<file path="src/rtl/subshift_chk_pkg.sv">
package subshift_chk_pkg;

   localparam int BYTE_W = 8;
   localparam logic [BYTE_W-1:0] AFF_CONST = 8'h63;
   localparam logic [BYTE_W-1:0] RED_POLY  = 8'h1B;

   // product in GF(2^8) modulo x^8+x^4+x^3+x+1
   function automatic logic [BYTE_W-1:0] gf_mul(input logic [BYTE_W-1:0] x,
                                                input logic [BYTE_W-1:0] y);
      logic [BYTE_W-1:0] acc;
      logic [BYTE_W-1:0] p;
      acc = '0;
      p   = x;
      for (int i = 0; i < BYTE_W; i++) begin
         if (y[i]) acc = acc ^ p;
         p = {p[BYTE_W-2:0], 1'b0} ^ (p[BYTE_W-1] ? RED_POLY : '0);
      end
      return acc;
   endfunction

   // undo the affine step: removes the constant, then applies the inverse bit matrix
   function automatic logic [BYTE_W-1:0] undo_affine(input logic [BYTE_W-1:0] s);
      logic [BYTE_W-1:0] t;
      t = s ^ AFF_CONST;
      return {t[1:0], t[7:2]} ^ {t[4:0], t[7:5]} ^ {t[6:0], t[7]};
   endfunction

endpackage

</file>
<file path="src/rtl/sbox_pair_check.sv">
module sbox_pair_check
   import subshift_chk_pkg::*;
#(
   parameter int W = BYTE_W
) (
   input  logic [W-1:0] fwd_in,
   input  logic [W-1:0] fwd_out,
   output logic         bad
);
   generate
      if (W != BYTE_W) begin : g_bad_width
         $error("sbox_pair_check: byte width must be 8");
      end
   endgenerate

   logic             in_zero;
   logic [W-1:0]     inv_guess;
   logic [W-1:0]     prod;

   always_comb begin
      in_zero   = ~|fwd_in;
      inv_guess = undo_affine(fwd_out);
      prod      = gf_mul(fwd_in, inv_guess);
      if (in_zero) bad = (fwd_out != AFF_CONST);
      else         bad = (prod != 8'h01);
   end
endmodule

</file>
<file path="src/rtl/shift_route.sv">
module shift_route #(
   parameter int ROWS = 4,
   parameter int COLS = 4,
   parameter int W    = 8,
   localparam int NB  = ROWS * COLS,
   localparam int SW  = NB * W
) (
   input  logic          dec_mode,
   input  logic [SW-1:0] pre_state,
   input  logic [SW-1:0] post_state,
   output logic [SW-1:0] fwd_in_bus,
   output logic [SW-1:0] fwd_out_bus
);
   // fwd_in_bus holds the S-box input side, fwd_out_bus the S-box output side,
   // both indexed by the output position of the row rotation
   for (genvar r = 0; r < ROWS; r++) begin : g_row
      for (genvar c = 0; c < COLS; c++) begin : g_col
         localparam int K     = r + ROWS * c;
         localparam int SRC_E = r + ROWS * ((c + r) % COLS);
         localparam int SRC_D = r + ROWS * ((c + COLS - (r % COLS)) % COLS);
         always_comb begin
            if (dec_mode) begin
               fwd_in_bus [K*W +: W] = post_state[K*W +: W];
               fwd_out_bus[K*W +: W] = pre_state [SRC_D*W +: W];
            end else begin
               fwd_in_bus [K*W +: W] = pre_state [SRC_E*W +: W];
               fwd_out_bus[K*W +: W] = post_state[K*W +: W];
            end
         end
      end
   end
endmodule

</file>
<file path="src/rtl/subshift_fault_flagger.sv">
module subshift_fault_flagger
   import subshift_chk_pkg::*;
#(
   parameter int ROWS = 4,
   parameter int COLS = 4,
   localparam int NB  = ROWS * COLS,
   localparam int SW  = NB * BYTE_W
) (
   input  logic          clk,
   input  logic          rst_n,
   input  logic          in_valid,
   input  logic          dec_mode,
   input  logic [SW-1:0] pre_state,
   input  logic [SW-1:0] post_state,
   output logic          out_valid,
   output logic [NB-1:0] byte_err,
   output logic          alarm
);
   generate
      if (ROWS < 1 || COLS < 1 || ROWS > COLS) begin : g_bad_shape
         $error("subshift_fault_flagger: need 1 <= ROWS <= COLS");
      end
   endgenerate

   logic [SW-1:0] fwd_in_bus;
   logic [SW-1:0] fwd_out_bus;
   logic [NB-1:0] flag_next;

   shift_route #(.ROWS(ROWS), .COLS(COLS), .W(BYTE_W)) i_route (
      .dec_mode   (dec_mode),
      .pre_state  (pre_state),
      .post_state (post_state),
      .fwd_in_bus (fwd_in_bus),
      .fwd_out_bus(fwd_out_bus)
   );

   for (genvar k = 0; k < NB; k++) begin : g_lane
      sbox_pair_check #(.W(BYTE_W)) i_pair (
         .fwd_in (fwd_in_bus [k*BYTE_W +: BYTE_W]),
         .fwd_out(fwd_out_bus[k*BYTE_W +: BYTE_W]),
         .bad    (flag_next[k])
      );
   end

   always_ff @(posedge clk) begin
      if (!rst_n) begin
         out_valid <= 1'b0;
         byte_err  <= '0;
         alarm     <= 1'b0;
      end else begin
         out_valid <= in_valid;
         if (in_valid) begin
            byte_err <= flag_next;
            alarm    <= |flag_next;
         end
      end
   end
endmodule

</file>
<file path="config.mk">
export PLATFORM = sky130hd
export DESIGN_NAME = subshift_fault_flagger
export DESIGN_NICKNAME = d
export VERILOG_FILES = /design/src/rtl/subshift_chk_pkg.sv /design/src/rtl/sbox_pair_check.sv /design/src/rtl/shift_route.sv /design/src/rtl/subshift_fault_flagger.sv
export SDC_FILE = /design/constraint.sdc
export NUM_CORES = 1
export LEC_CHECK = 0
export BUFFER_PORTS_ARGS = -buffer_cell sky130_fd_sc_hd__clkbuf_2
export CORE_MARGIN = 2
export CORE_UTILIZATION = 35
export DETAILED_ROUTE_END_ITERATION = 10
export GPL_ROUTABILITY_DRIVEN = 0
export SLEW_MARGIN = 5
export SYNTH_ARGS = -nofsm -noshare
export SYNTH_HDL_FRONTEND = slang
export SYNTH_SLANG_ARGS = --single-unit
</file>
<file path="constraint.sdc">
create_clock -name clk -period 4.89 [get_ports clk]
set_input_delay 0.489 -clock clk [delete_from_list [all_inputs] [get_ports clk]]
set_output_delay 0.489 -clock clk [all_outputs]
set_load 0.005 [all_outputs]
</file>
[Yosys cells after proc, flatten, opt, wreduce, memory -nomap -nowiden]
Index checks and enable logic that the tools add are counted.
Storage, ports and cells
  flip-flop bits (word level): 18
  output and inout bits: 18
  logic and storage cells: 612
  input bits: 260
Operators by class
  eq/ne operators: 32
  reductions and logical operators: 17
  bitwise logic cells: 272
  multiplexer cells: 288
Operators with widths (number)
  $xor 8x8->8: 256
  $mux 8: 160
  $mux 5: 112
  $ne 8x1->1 const B: 16
  $ne 8x7->1 const B: 16
  $reduce_or 8->1: 16
  $not 4->4: 16
  $mux 1: 16
  $reduce_or 16->1: 1

[Logic depth before layout (Yosys ltp)]
  depth in word-level cells: 22
  gate-level depth with buffers: 19
  depth with buffers taken out: 14

[By module]
From an unflattened synthesis, not the netlist that was laid out.
Second synthesis, totals
  cell total of the unflattened synthesis: 3433
  area total of the unflattened synthesis: 27456.3 um2
Modules (own cells, without submodules)
  sbox_pair_check: instances 16, cells each 193, seq. area each 0.0 um2, area each 1471.4 um2
  shift_route: instances 1, cells each 284, seq. area each 0.0 um2, area each 3188.1 um2
  subshift_fault_flagger: instances 1, cells each 61, seq. area each 360.3 um2, area each 725.7 um2

[Worst setup path after synthesis]
OpenSTA, ideal clock, no wires.
  kind: input to register
  from: input port dec_mode
  to: register alarm
  setup slack: 733 ps
  data required time: 4751 ps
  cell stages on the path: 17
  arrival time: 4019 ps
  path buffers: 4
  setup time: 139 ps
  cells stage by stage: buf_6 buf_4 buf_2 buf_2 mux2i_1 ha_1 xnor2_1 xnor2_1 nor2_1 xnor3_1 xnor2_1 xnor2_1 or3_1 nor4_1 a22oi_1 nor4_1 a41oi_1
On the way
  longest elaborated chain between the ends: 22
  elaborated cells on any way between the ends: 609
  those cells by class: eq/ne: 32; mux: 288; bitwise: 272; reduce/logical: 17
Ends and longest elaborated chain
  start: declaration: RTL line subshift_fault_flagger.sv:12  | input logic dec_mode,
  $mux 8: RTL line shift_route.sv:22  | if (dec_mode) begin
  $not 4->4 (no line)
  $xor 8x8->8 (2 in series): RTL line subshift_chk_pkg.sv:25  | return {t[1:0], t[7:2]} ^ {t[4:0], t[7:5]} ^ {t[6:0], t[7]};
  $mux 8: RTL line subshift_chk_pkg.sv:15  | if (y[i]) acc = acc ^ p;
  $xor 8x8->8: RTL line subshift_chk_pkg.sv:15
  $mux 8: RTL line subshift_chk_pkg.sv:15
  $xor 8x8->8: RTL line subshift_chk_pkg.sv:15
  $mux 8: RTL line subshift_chk_pkg.sv:15
  (+5 left out)
  $mux 8: RTL line subshift_chk_pkg.sv:15
  $xor 8x8->8: RTL line subshift_chk_pkg.sv:15
  $mux 8: RTL line subshift_chk_pkg.sv:15
  $xor 8x8->8: RTL line subshift_chk_pkg.sv:15
  $mux 8: RTL line subshift_chk_pkg.sv:15
  $ne 8x1->1: RTL line sbox_pair_check.sv:25  | else bad = (prod != 8'h01);
  $mux 1: RTL line sbox_pair_check.sv:24  | if (in_zero) bad = (fwd_out != AFF_CONST);
  $reduce_or 16->1 (*): RTL line subshift_fault_flagger.sv:54  | alarm <= |flag_next;
  end signal: assignment: RTL line subshift_fault_flagger.sv:54
  end: declaration: RTL line subshift_fault_flagger.sv:17  | output logic alarm
Mark *: on every way between the ends. The rest lies on a longest branch, timed or not.
A chain may end at the register's enable or synchronous reset.

[Worst setup path after layout]
Ends and elaborated chain as after synthesis.

==> run_results.csv <==
group,metric,value,unit
routing,wl_per_cell,18.6,um
clocking,cts_tree,"done",
clocking,cts_hold_buf,0,
sta,rsz0062_at_grt,"no",
clocking,cts.sinks,18,
global_routing,grt_pass1_vias,29687,
setup_path,crit_required,5.02,ns
die,num_rows,113,
finish,drive_gt1_share,12.5,%
clocking,htree_levels,1,
clocking,cts_buffers,3,
die,die_w,314,um
routing,final_antenna_net_count,0,
routing,firstDrtPassIters,6,
sta,layout_min_cycle_time,4.37,ns
routing,drcViolationCount,0,
yosys,yosysSeqAreaShare,1.07,%
finish,multiInputGateArea,31400,um^2
global_routing,antenna_found_initial,10,
yosys,ys_async_sr_fraction,0,%
setup_path,crit_fanout,70,
routing,drt_iter0_drc,2639,
sta,slew_viol_final,0,
routing,routed_wl,108,mm
power_and_ir_drop,worst_ir_drop_vdd,0.127,mV
sta,fmax,229,MHz
die,die_h,314,um
setup_path,end_kind,"flop",
sta,tightest_slew,0.823,ns
finish,fin_nets,4813,
sta,fin_crit_sh,89.3,%
outcome,outcome,"finished, final reports clean",
global_routing,grt.overflow.total,0,
finish,area_growth,8.09,%
setup_path,worstPathCellList,"buf_8, buf_12, mux2i_1, ha_1, xor2_1, nor2_1, o31ai_1, o211ai_1, xnor2_1, xnor2_1, nor3_1, a32oi_1, buf_4, nor4_1, a41oi_1",
clocking,post-cts-setup-buffers,0,
power_and_ir_drop,power,10.3,mW
global_routing,grtUsageTotal,21.1,%
yosys,ys.warnings.count,0,
die,dieArea,98700,um^2
global_routing,grt_pass1_wl,171,mm
die,coreArea,95200,um^2
power_and_ir_drop,p_leak,15.2,nW
yosys,ys.flop_type,"dfxtp_1",
flow_run,cap_violations,0,
sta,finalClockSkew,0,ns
yosys,synth_edf_count,0,
finish,final_core_util,38.2,%
clocking,clk_latency,0.26,ns
setup_path,arrival,4.49,ns
routing,vias,30805,
yosys,synth.distinct_cells,79,
die,io_pins,278,
finish,fill_cells,9964,
global_routing,grt_max_degree,76,
sta,hold_viol,0,
die,start_util,35.4,%
worst_hold_path,worstHoldPathType,"reg -> reg",
sta,tns,0,ns
sta,max_slew_margin,45.1,%
clocking,cts_buffer_depth,2,
place,post-dp-hpwl,84.0,mm
clocking,path_clk_slew,0.06,ns
setup_path,cp_slowest_cell,"mux2i_1",
yosys,synth_area,33700,um^2
clocking,post_cts_resized,0,
finish,seqCellArea,360,um^2
clocking,clockRootBuffer,"clkbuf_16",
power_and_ir_drop,powerDensity,283,nW/um^2
setup_path,cp_top_family,"buffers and inverters",
yosys,synth_fp_nets,4730,
routing,viasPerCell,5.32,
place,portBuffers,277,
setup_path,critical_path_class,"in -> reg",
setup_path,critical_path.startpoint_type,"primary input",
sta,fin_hold_ws,0.523,ns
yosys,synth.avg_cell_area,7.59,um^2
yosys,syn_inst,4438,
yosys,synth-seq-cells,18,
sta,setup_viol,0,
setup_path,cpPeakStageDelay,0.47,ns
setup_path,crit_path_frequent_cell,"xnor2_1",
setup_path,path_buf_inv,3,
[metrics by stage]
step	setup slack, ns	cells	cell area, um^2
after floorplan	0.733	4438	33700
after global placement	0.215	5781	36300
after detailed placement	0.219	5781	36300
after CTS	0.472	5785	36400
after global routing	0.176	5791	36400
final	0.525	5793	36400
[cell type report]
cell class	instances	area share (%)
Antenna cell	8	0.0550
Clock buffer	4	0.244
Inverter	45	0.509
Multi-Input combinational cell	4008	86.2
Sequential cell	18	0.990
Tap cell	1265	4.35
Timing Repair Buffer	445	7.61
[routing by layer]
layer | share of wire, % | GRT usage [%] | vias up
li1 | - | - | 15063
met2 | 48 | 35.8 | 938
met1 | 46 | 29.5 | 14663
met4 | 1.6 | 3.74 | 6
met3 | 4.9 | 1.37 | 135
met5 | 0.044 | 0 | -
[power by group]
group	leakage (nW)	switching (mW)	total (mW)	internal (mW)
Combinational	15.0	5.14	9.92	4.78
Sequential	0.151	0.0176	0.179	0.161
Clock	0.0442	0.0711	0.196	0.125
Total	15.2	5.23	10.3	5.07
[flip-flops by register name (all words and copies together) (netlist names)]
signal and count:
byte_err 16, out_valid 1, alarm 1
[synthesized netlist by cell type, types with 24 or more instances]
| master | count | area share, % |
|---|---|---|
| nand3_1 | 79 | 1.2 |
| buf_2 | 138 | 2.1 |
| xor3_1 | 24 | 1.7 |
| clkbuf_1 | 180 | 2.0 |
| nor2b_1 | 60 | 1.1 |
| a211oi_1 | 35 | 0.78 |
| a31oi_1 | 53 | 0.98 |
| inv_1 | 40 | 0.45 |
| a21oi_1 | 131 | 1.9 |
| mux2_2 | 71 | 2.4 |
| nor2_1 | 416 | 4.6 |
| nor4_1 | 41 | 0.76 |
| nor3_1 | 97 | 1.4 |
| o21ai_0 | 117 | 1.7 |
| mux2i_1 | 293 | 8.7 |
| ha_1 | 32 | 1.2 |
| xnor2_1 | 1063 | 28 |
| nand2_1 | 553 | 6.2 |
| xnor3_1 | 173 | 12 |
| a22oi_1 | 33 | 0.74 |
| xor2_1 | 372 | 9.7 |
| nand2b_1 | 61 | 1.1 |
[worst paths after layout]
path | slack, ns | start | cells after the start | endpoint
max | 0.52 | dec_mode | 15 | alarm$_SDFFE_PN0P_
max reg2reg | 4.06 | alarm$_SDFFE_PN0P_ | 2 | alarm$_SDFFE_PN0P_
min | 0.52 | byte_err[12]$_SDFFE_PN0P_ | 2 | byte_err[12]$_SDFFE_PN0P_
min reg2reg | 0.52 | byte_err[12]$_SDFFE_PN0P_ | 2 | byte_err[12]$_SDFFE_PN0P_
[worst register-to-register path: stages, from the launching register on]
cell and delay [ns]:
dfxtp_1 0.45, o21ai_0 0.11, a41oi_1 0.19
[cell families (layout without fill, tap and decap cells)]
| family | Yosys count | count (layout) | share of synthesized area, % |
|---|---|---|---|
| mux | 388 | 388 | 12.2 |
| xor+xnor | 1635 | 1635 | 50.7 |
| simple gates | 1434 | 1434 | 19.2 |
| compound gates | 519 | 519 | 9.83 |
| buf+inv | 412 | 494 | 5.71 |
| flops | 18 | 18 | 1.07 |
| fa+ha+maj | 32 | 32 | 1.19 |
| other cells | 0 | 8 | 0 |
[layout by cell type, fill, tap and decap left out, drive strengths merged, types with 17 or more instances in the layout]
master,synthesis,final
nand2b,61,61
xor2,373,373
mux2i,316,316
a22oi,33,33
o21ai,123,123
clkbuf,181,280
and2,22,22
nor3,97,97
a31oi,53,53
nand4,17,17
dfxtp,18,18
buf,186,169
nor2b,60,60
nor4,41,41
nand3,79,79
nor3b,17,17
xnor3,173,173
xor3,24,24
o22ai,21,21
nor2,416,416
inv,41,41
nand2,553,553
a211oi,35,35
mux2,71,71
a21oi,131,131
xnor2,1065,1065
ha,32,32
Power figures use the tool's default switching activity.
